File: config.mk
export PLATFORM = sky130hd
export DESIGN_NAME = serdac_ctrl
export DESIGN_NICKNAME = d
export VERILOG_FILES = /design/src/rtl/serdac_pkg.sv /design/src/rtl/serdac_sync.sv /design/src/rtl/serdac_rx.sv /design/src/rtl/serdac_core.sv /design/src/rtl/serdac_ctrl.sv
export SDC_FILE = /design/constraint.sdc
export NUM_CORES = 1
export LEC_CHECK = 0
export BUFFER_PORTS_ARGS = -buffer_cell sky130_fd_sc_hd__buf_2
export CAP_MARGIN = 0
export CORE_UTILIZATION = 45
export CTS_CLUSTER_DIAMETER = 150
export DETAILED_ROUTE_END_ITERATION = 12
export GPL_TIMING_DRIVEN = 0
export PLACE_DENSITY_LB_ADDON = 0.08
export SETUP_SLACK_MARGIN = 0.02
export SYNTH_ARGS = -nofsm -noshare
export SYNTH_HDL_FRONTEND = slang
export SYNTH_SLANG_ARGS = --single-unit
File: constraint.sdc
create_clock -name clk -period 3.6 [get_ports clk]
set_input_delay 0.72 -clock clk [delete_from_list [all_inputs] [get_ports clk]]
set_output_delay 0.72 -clock clk [all_outputs]
set_load 0.05 [all_outputs]
File: src/rtl/serdac_pkg.sv
package serdac_pkg;

    typedef enum logic [1:0] {
        PWR_ON   = 2'd0,
        PWR_STBY = 2'd1,
        PWR_OFF  = 2'd2
    } pwr_e;

    localparam int OPC_W = 4;

    localparam logic [OPC_W-1:0] OPC_NOP       = 4'b0000;
    localparam logic [OPC_W-1:0] OPC_HOLD_LD   = 4'b0001;
    localparam logic [OPC_W-1:0] OPC_XFER      = 4'b1000;
    localparam logic [OPC_W-1:0] OPC_BOTH_LD   = 4'b1001;
    localparam logic [OPC_W-1:0] OPC_STBY      = 4'b1100;
    localparam logic [OPC_W-1:0] OPC_WAKE      = 4'b1101;
    localparam logic [OPC_W-1:0] OPC_OFF       = 4'b1110;
    localparam logic [OPC_W-1:0] OPC_BOTH_LD2  = 4'b1111;

endpackage

File: src/rtl/serdac_sync.sv
module serdac_sync #(
    parameter int               W       = 3,
    parameter int               STAGES  = 2,
    parameter logic [W-1:0]     RST_VAL = '0
) (
    input  logic         clk,
    input  logic         rst_n,
    input  logic [W-1:0] async_i,
    output logic [W-1:0] sync_o
);

    logic [W-1:0] st_d [STAGES];
    logic [W-1:0] st_q [STAGES];

    always_comb begin
        st_d[0] = async_i;
        for (int k = 1; k < STAGES; k++) begin
            st_d[k] = st_q[k-1];
        end
    end

    always_ff @(posedge clk or negedge rst_n) begin
        if (!rst_n) begin
            for (int k = 0; k < STAGES; k++) begin
                st_q[k] <= RST_VAL;
            end
        end else begin
            for (int k = 0; k < STAGES; k++) begin
                st_q[k] <= st_d[k];
            end
        end
    end

    assign sync_o = st_q[STAGES-1];

endmodule

File: src/rtl/serdac_rx.sv
module serdac_rx #(
    parameter int FRAME_W = 16
) (
    input  logic               clk,
    input  logic               rst_n,
    input  logic               cs_n_s,
    input  logic               sclk_s,
    input  logic               din_s,
    output logic               frame_vld,
    output logic [FRAME_W-1:0] frame_data
);

    localparam int CNT_MAX = FRAME_W + 1;
    localparam int CNT_W   = $clog2(CNT_MAX + 1);

    typedef struct packed {
        logic               sclk_prev;
        logic               cs_prev;
        logic [CNT_W-1:0]   cnt;
        logic [FRAME_W-1:0] shreg;
        logic               vld;
        logic [FRAME_W-1:0] frame;
    } rx_t;

    rx_t rx_d, rx_q;

    logic             sclk_rise;
    logic             cs_fall;
    logic             cs_rise;
    logic [CNT_W-1:0] cnt_base;

    always_comb begin
        rx_d           = rx_q;
        rx_d.vld       = 1'b0;
        rx_d.sclk_prev = sclk_s;
        rx_d.cs_prev   = cs_n_s;

        sclk_rise = sclk_s && !rx_q.sclk_prev;
        cs_fall   = !cs_n_s && rx_q.cs_prev;
        cs_rise   = cs_n_s && !rx_q.cs_prev;

        cnt_base  = cs_fall ? '0 : rx_q.cnt;
        rx_d.cnt  = cnt_base;

        if (sclk_rise && !cs_n_s) begin
            rx_d.shreg = {rx_q.shreg[FRAME_W-2:0], din_s};
            if (cnt_base == CNT_W'(CNT_MAX)) begin
                rx_d.cnt = cnt_base;
            end else begin
                rx_d.cnt = cnt_base + 1'b1;
            end
        end

        if (cs_rise && (rx_q.cnt == CNT_W'(FRAME_W))) begin
            rx_d.vld   = 1'b1;
            rx_d.frame = rx_q.shreg;
        end
    end

    always_ff @(posedge clk or negedge rst_n) begin
        if (!rst_n) begin
            rx_q           <= '0;
            rx_q.cs_prev   <= 1'b1;
        end else begin
            rx_q <= rx_d;
        end
    end

    assign frame_vld  = rx_q.vld;
    assign frame_data = rx_q.frame;

    // a frame is released only when exactly FRAME_W bits were counted
    assert_len_exact_R12: assert property (@(posedge clk) disable iff (!rst_n)
        rx_q.vld |-> ($past(rx_q.cnt) == CNT_W'(FRAME_W)));

    // the bit counter saturates one past the frame length
    assert_cnt_bound_R12: assert property (@(posedge clk) disable iff (!rst_n)
        rx_q.cnt <= CNT_W'(CNT_MAX));

    // one command pulse per select rise
    assert_single_pulse_R2: assert property (@(posedge clk) disable iff (!rst_n)
        rx_q.vld |=> !rx_q.vld);

endmodule

File: src/rtl/serdac_core.sv
module serdac_core
    import serdac_pkg::*;
#(
    parameter int DATA_W  = 8,
    parameter int SUB_W   = 4,
    parameter int REF_W   = 2,
    parameter bit HAS_REF = 1'b1
) (
    input  logic                              clk,
    input  logic                              rst_n,
    input  logic                              frame_vld,
    input  logic [OPC_W+DATA_W+SUB_W-1:0]     frame_data,
    output logic [DATA_W-1:0]                 dac_code,
    output logic                              out_en,
    output logic                              ref_en,
    output logic [REF_W-1:0]                  ref_sel
);

    localparam int FRAME_W = OPC_W + DATA_W + SUB_W;

    typedef struct packed {
        logic [DATA_W-1:0] hold;
        logic [DATA_W-1:0] dac;
        pwr_e              mode;
        logic [REF_W-1:0]  rsel;
    } core_t;

    core_t core_d, core_q;

    logic [OPC_W-1:0]  opc;
    logic [DATA_W-1:0] dat;
    logic [SUB_W-1:0]  sub;
    logic [REF_W-1:0]  rbits;
    logic              sub_ok;

    assign opc    = frame_data[FRAME_W-1 -: OPC_W];
    assign dat    = frame_data[SUB_W +: DATA_W];
    assign sub    = frame_data[SUB_W-1:0];
    assign rbits  = dat[DATA_W-1 -: REF_W];
    assign sub_ok = (sub == '0);

    always_comb begin
        core_d = core_q;
        if (frame_vld && sub_ok) begin
            unique case (opc)
                OPC_HOLD_LD: begin
                    core_d.hold = dat;
                end
                OPC_XFER: begin
                    core_d.dac  = core_q.hold;
                    core_d.mode = PWR_ON;
                end
                OPC_BOTH_LD, OPC_BOTH_LD2: begin
                    core_d.hold = dat;
                    core_d.dac  = dat;
                    core_d.mode = PWR_ON;
                end
                OPC_STBY: begin
                    if (core_q.mode != PWR_OFF) begin
                        core_d.mode = HAS_REF ? PWR_STBY : PWR_OFF;
                        core_d.rsel = rbits;
                    end
                end
                OPC_WAKE: begin
                    core_d.mode = PWR_ON;
                    core_d.rsel = rbits;
                end
                OPC_OFF: begin
                    core_d.mode = PWR_OFF;
                    core_d.rsel = rbits;
                end
                default: begin
                    core_d = core_q;
                end
            endcase
        end
    end

    always_ff @(posedge clk or negedge rst_n) begin
        if (!rst_n) begin
            core_q      <= '0;
            core_q.mode <= PWR_ON;
        end else begin
            core_q <= core_d;
        end
    end

    assign dac_code = core_q.dac;
    assign out_en   = (core_q.mode == PWR_ON);
    assign ref_en   = (core_q.mode != PWR_OFF);
    assign ref_sel  = core_q.rsel;

    logic is_reserved;
    assign is_reserved = (opc inside {4'b0010, 4'b0011, 4'b0100, 4'b0101,
                                      4'b0110, 4'b0111, 4'b1010, 4'b1011});

    // without a command pulse every piece of state holds
    assert_quiet_hold_R2: assert property (@(posedge clk) disable iff (!rst_n)
        !frame_vld |=> $stable({core_q.hold, core_q.dac, core_q.mode, core_q.rsel}));

    // full power-down never leads straight into standby
    assert_no_off_to_stby_R9: assert property (@(posedge clk) disable iff (!rst_n)
        (core_q.mode == PWR_OFF) |=> (core_q.mode != PWR_STBY));

    // a holding-register load leaves the converter code alone
    assert_hold_keeps_dac_R3: assert property (@(posedge clk) disable iff (!rst_n)
        (frame_vld && sub_ok && opc == OPC_HOLD_LD) |=> $stable(core_q.dac));

    // reserved opcodes leave everything as it was
    assert_reserved_nop_R11: assert property (@(posedge clk) disable iff (!rst_n)
        (frame_vld && is_reserved) |=> $stable({core_q.hold, core_q.dac, core_q.mode, core_q.rsel}));

    // non-zero sub-bits turn the frame into a no-op
    assert_subbits_nop_R13: assert property (@(posedge clk) disable iff (!rst_n)
        (frame_vld && !sub_ok) |=> $stable({core_q.hold, core_q.dac, core_q.mode, core_q.rsel}));

    generate
        if (!HAS_REF) begin : g_noref_chk
            // without an internal reference standby is never reached
            assert_no_stby_R14: assert property (@(posedge clk) disable iff (!rst_n)
                core_q.mode != PWR_STBY);
        end
    endgenerate

endmodule

File: src/rtl/serdac_ctrl.sv
module serdac_ctrl #(
    parameter int DATA_W      = 8,
    parameter int SUB_W       = 4,
    parameter int REF_W       = 2,
    parameter int SYNC_STAGES = 2,
    parameter bit HAS_REF     = 1'b1
) (
    input  logic              clk,
    input  logic              rst_n,
    input  logic              spi_cs_n,
    input  logic              spi_sclk,
    input  logic              spi_mosi,
    output logic [DATA_W-1:0] dac_code,
    output logic              out_en,
    output logic              ref_en,
    output logic [REF_W-1:0]  ref_sel
);

    localparam int FRAME_W = serdac_pkg::OPC_W + DATA_W + SUB_W;

    logic [2:0]         pins_s;
    logic               frame_vld;
    logic [FRAME_W-1:0] frame_data;

    serdac_sync #(
        .W       (3),
        .STAGES  (SYNC_STAGES),
        .RST_VAL (3'b100)
    ) u_sync (
        .clk     (clk),
        .rst_n   (rst_n),
        .async_i ({spi_cs_n, spi_sclk, spi_mosi}),
        .sync_o  (pins_s)
    );

    serdac_rx #(
        .FRAME_W (FRAME_W)
    ) u_rx (
        .clk        (clk),
        .rst_n      (rst_n),
        .cs_n_s     (pins_s[2]),
        .sclk_s     (pins_s[1]),
        .din_s      (pins_s[0]),
        .frame_vld  (frame_vld),
        .frame_data (frame_data)
    );

    serdac_core #(
        .DATA_W  (DATA_W),
        .SUB_W   (SUB_W),
        .REF_W   (REF_W),
        .HAS_REF (HAS_REF)
    ) u_core (
        .clk        (clk),
        .rst_n      (rst_n),
        .frame_vld  (frame_vld),
        .frame_data (frame_data),
        .dac_code   (dac_code),
        .out_en     (out_en),
        .ref_en     (ref_en),
        .ref_sel    (ref_sel)
    );

endmodule

* Word level (Yosys, flattened, before mapping) *
Index checks and enable logic that the tools add are counted.
Widths: inputs -> output; s select.

cells by class
  add/subtract/negate cells = 1
  equality and inequality tests = 11
  multiplexer cells = 8
  reductions and logical operators = 22

operator list
  operator             count
  $eq 4x4->1 const B   6
  $mux 21              1
  $mux 17              1
  $pmux 8 s2           1
  $eq 5x5->1 const B   2
  $mux 5               2
  $logic_and 1x1->1    6
  $pmux 2 s3           1
  $reduce_and 3->1     2
  $add 5x1->5 const B  1
  $eq 4x1->1 const B   1
  $logic_not 4->1      1
  $mux 4               1
  $ne 2x2->1 const B   2
  $pmux 2 s2           1
  $reduce_and 2->1     2
  $reduce_bool 2->1    2
  $reduce_or 2->1      2
  $reduce_or 4->1      1
  $logic_not 1->1      3
  $reduce_bool 3->1    1
  $reduce_or 3->1      1
  $logic_not 2->1      1

word-level totals
  flip-flop bits (word level) = 66
  input port bits = 5
  output and inout bits = 12

* Depth between registers and ports, before layout *
  word-level depth = 6
  depth in mapped cells = 6
  mapped depth without buffers = 6

* By module *
Synthesis repeated with hierarchy kept, for this count alone.

second synthesis, totals
  cells, all modules = 257
  area total of the unflattened synthesis = 2997.9 um2

modules (own cells, without submodules)
  module       times used  cells each  area an instance (um2)  seq. area each (um2)
  serdac_rx    1           157         1775.5                  1002.2
  serdac_core  1           94          1069.8                  500.5
  serdac_sync  1           6           152.6                   152.6

* Worst setup path after synthesis *
No wires, ideal clock.

  path type = reg-to-output
  start = register u_core.core_q[2] (netlist bit)
  end = output port out_en
  data arrival time = 1043 ps
  path slack = 1837 ps
  cell stages (with the launch flop) = 2
  path buffers = 0
  path through = dfrtp_1 nor2_1

between the ends
  cells in the longest elaborated chain, start to end = 1

RTL lines
  what                      RTL line           source
  start: declaration        serdac_core.sv:28  core_t core_d, core_q;
  start signal: assignment  serdac_core.sv:84  core_q <= core_d;
  $logic_not 2->1           serdac_core.sv:89  assign out_en = (core_q.mode == PWR_ON);
  end: declaration          serdac_ctrl.sv:14  output logic out_en,

Every way passes these cells.

* Final worst setup path *
  start = register u_core.core_q[2] (netlist bit)
  end = output port ref_en

between the ends
  cells in the longest elaborated chain, start to end = 1

RTL lines
  what              RTL line           source
  $ne 2x2->1        serdac_core.sv:90  assign ref_en = (core_q.mode != PWR_OFF);
  end: declaration  serdac_ctrl.sv:15  output logic ref_en,

Every way passes these cells.

==> metrics.md <==
| Metric | Value |
|---|---|
| Buffers on Ports | 16 |
| Async S/R FF share, synth | 100% |
| Clock share of power | 45.3% |
| Wire per inst | 14.5 microns |
| Post-CTS setup buffers | 0 |
| CORE AREA | 5990 sq um |
| Simple-gate share of the synthesized area | 10.1% |
| Yosys Warn Count | 0 |
| XOR/XNOR Fraction of Synth Area | 0.927% |
| Setup crit end kind | output port |
| Internal Dissipation | 1310 uW |
| TNS Setup | 0 ns |
| Area share of fa/ha/maj cells after synthesis | 0.441% |
| CP max-delay cell | dfrtp_1 |
| Sw Pwr | 347 uW |
| Final hold slack | 0.354 ns |
| Layout cell share with drive strength beyond 1 | 44.9% |
| Outcome | complete, no violations |
| CTS Root Cell | clkbuf_8 |
| CTS Buffer Depth | 2 |
| Syn-to-layout area delta | 14.8% |
| Initial core utilization | 47.3% |
| Final instance area | 3260 sq um |
| GPL Wtd Cong | 0.796 |
| Post-DRT Antenna Nets | 0 |
| Max VDD drop | 0.000261 V |
| CTS tree | yes |
| Setup Crit Path Kind | reg -> out |
| Worst path max stage delay | 0.40 ns |
| Max_cap viols | 0 |
| Drt drc | 0 |
| Clock latency at the later pin of the worst-skew pair | 0.33 ns |
| Post-synth top area cell | dfrtp_1 |
| CP Cell Sequence | or2b_2, buf_2 |
| Setup-failing EPs final | 0 |
| Yosys top cell area share | 55.6% |
| Fmax | 503 MHz |
| Comb pwr share | 4.8% |
| Die extent in y | 81.4 microns |
| Sequential fraction of design power | 49.9% |
| Slew headroom | 43.9% |
| Antenna fix cells | 0 |
| Drt pass-1 iters | 4 |
| Area contributors post-synth | dfrtp_1 56%, mux2_2 12%, mux2_4 5.8%, buf_4 3.2%, mux2i_1 2.8% |
| Vias | 1555 |
| Gr ovfl total | 0 |
| Power Total | 1660 uW |
| Reg2reg setup slack | 1.84 ns |
| Slew @ Worst Pin | 0.841 ns |
| Synth cell count leaders | 63 x dfrtp_1, 31 x mux2_2, 12 x buf_4, 12 x nand2_1, 11 x mux2_4 |
| Post-DP HPWL | 3020 microns |
| Final max-slew violation count | 0 |
| Io pins | 17 |
| Post-cts resize count | 0 |
| Largest family of logic cells by synthesized area | multiplexers |
| Total Routing Usage GR | 15.9% |
| Post-synth top flop | dfrtp_1 |
| Leakage | 0.00159 uW |
| Cts bufs inserted | 9 |
| Placement-stage cell area | 3010 sq um |
| Largest net degree at the start of global routing | 67 |
| Mapped Nets | 208 |
| Hold violation count in the final report | 0 |
| Count of cell types in the netlist | 38 |
| Synth Cell Area | 2840 sq um |
| First-pass GRT wire length | 7710 microns |
| Type of origin of the critical path | register |
| PD cells | 510 nW/um^2 |
| Vias in the first global route | 1676 |
| RSZ-0062 raised after global routing | false |
| Mux cell area share after synthesis | 21.8% |
| Initial antenna violation count | 0 |
| Clock slew at reported path FFs | 0.07 ns |
| Syn avg cell area | 14.0 sq um |
| Final period util | 55.2% |
| Mapped Cells | 202 |
| Compound-Gate Fraction of Synth Area | 3.71% |
| Nets | 235 |
| Sink Count | 66 |
| CTS HTree Levels | 3 |
| Post-layout min period | 1.99 ns |
| Number of synthesized flops with an enable pin | 0 |
| Sequential share of the synthesized area | 58.4% |
| CP Max Fanout | 4 |
| Count leader, synth | dfrtp_1 |
| Vias per inst | 5.03 |
| Clk_skew | 0.00812 ns |
| Number of synthesized register bits | 66 |
| Iteration-0 DRC Markers | 83 |
| Routed wire length | 4470 microns |
| Row Count | 28 |
| Hold-fix buffers, CTS | 0 |
| Critical path arrival | 1.27 ns |
| Hold Crit Class | reg -> reg |
| Worst path required time | 2.88 ns |
| Die Area | 6620 sq um |
| Die W | 81.4 microns |
| Sw Ratio | 20.9% |
path summary, 6_finish.rpt:
check                                                   from                        endpoint  cells past startpoint
max in group asynchronous                              rst_n       u_rx.rx_q[27]$_DFFE_PN0P_                      1
worst max register to register       u_rx.rx_q[38]$_DFF_PN1_         u_rx.rx_q[33]$_DFF_PN0_                      6
worst min register to register      u_sync.st_d[1]$_DFF_PN0_      u_sync.sync_o[1]$_DFF_PN0_                      0
worst min-delay path                u_sync.st_d[1]$_DFF_PN0_      u_sync.sync_o[1]$_DFF_PN0_                      0
min in group asynchronous                              rst_n  u_core.dac_code[1]$_DFFE_PN0P_                      1
worst max-delay path            u_core.core_q[2]$_DFFE_PN0P_                          ref_en                      2
layout by cell type, fill, tap and decap left out, types with 2 or more instances in the layout:
cell / count
mux2_2: 31
nand2_1: 12
clkbuf_8: 10
nor2_1: 8
dfstp_2: 3
xor2_1: 2
or2b_2: 2
o21ai_0: 9
buf_2: 20
dfrtp_1: 63
and3_1: 2
mux2i_1: 8
mux2_1: 2
mux2_4: 11
and2_1: 2
nand3_1: 5
bufinv_16: 3
inv_1: 2
nor2b_1: 2
nor3b_2: 2
buf_4: 13
logic make-up after synthesis:
logic type | after synthesis
fa+ha+maj | 1
compound gates | 16
buf+inv | 20
flops | 66
simple gates | 44
mux | 52
xor+xnor | 3
stage by stage:
stage | utilization (%) | setup slack, ns | instances
after floorplan | - | 1.84 | 202
after global placement | 50.2 | 1.63 | 293
after detailed placement | 50.2 | 1.53 | 293
after CTS | 54.3 | 1.59 | 309
after global routing | 54.3 | 1.57 | 309
final | 54.3 | 1.61 | 309
worst max-delay path, delay by kind of cell (launching register included):
family | cells | cell delay [ns]
simple gates | 1 | 0.32
flops | 1 | 0.40
buf+inv | 1 | 0.22
metal layers:
layer	vias to the layer above	wire, microns	share of wire, %	track usage [%]
li1	756	-	-	-
met1	765	2090	47	19.3
met2	26	2180	49	25.8
met3	8	123	2.8	3.82
met4	0	82	1.8	9.29
met5	-	0	0	0
sequential cells by signal (all words and copies together), names as in the netlist:
signal,flops
u_core.core_q,10
u_core.dac_code,8
u_core.ref_sel,2
u_rx.frame_data,16
u_rx.frame_vld,1
u_rx.rx_q,23
u_sync.st_d,3
u_sync.sync_o,3
power by group through the flow:
stage	clock, uW	combinational [uW]	sequential [uW]
floorplan	0	56.2	830
global placement	0	75.8	838
detailed placement	0	81.7	844
CTS	776	81.9	830
global route	809	89.9	837
finish	753	80.2	828
final cells by class:
cell class,instances,area [sq um]
Sequential cell,66,1660
Tap cell,75,93.8
Timing Repair Buffer,16,82.6
Multi-Input combinational cell,116,1050
Fill cell,509,2740
Inverter,2,7.51
Buffer,18,126
Clock buffer,11,141
Clock inverter,5,103
Note: power is estimated with default switching activity, not from simulation.
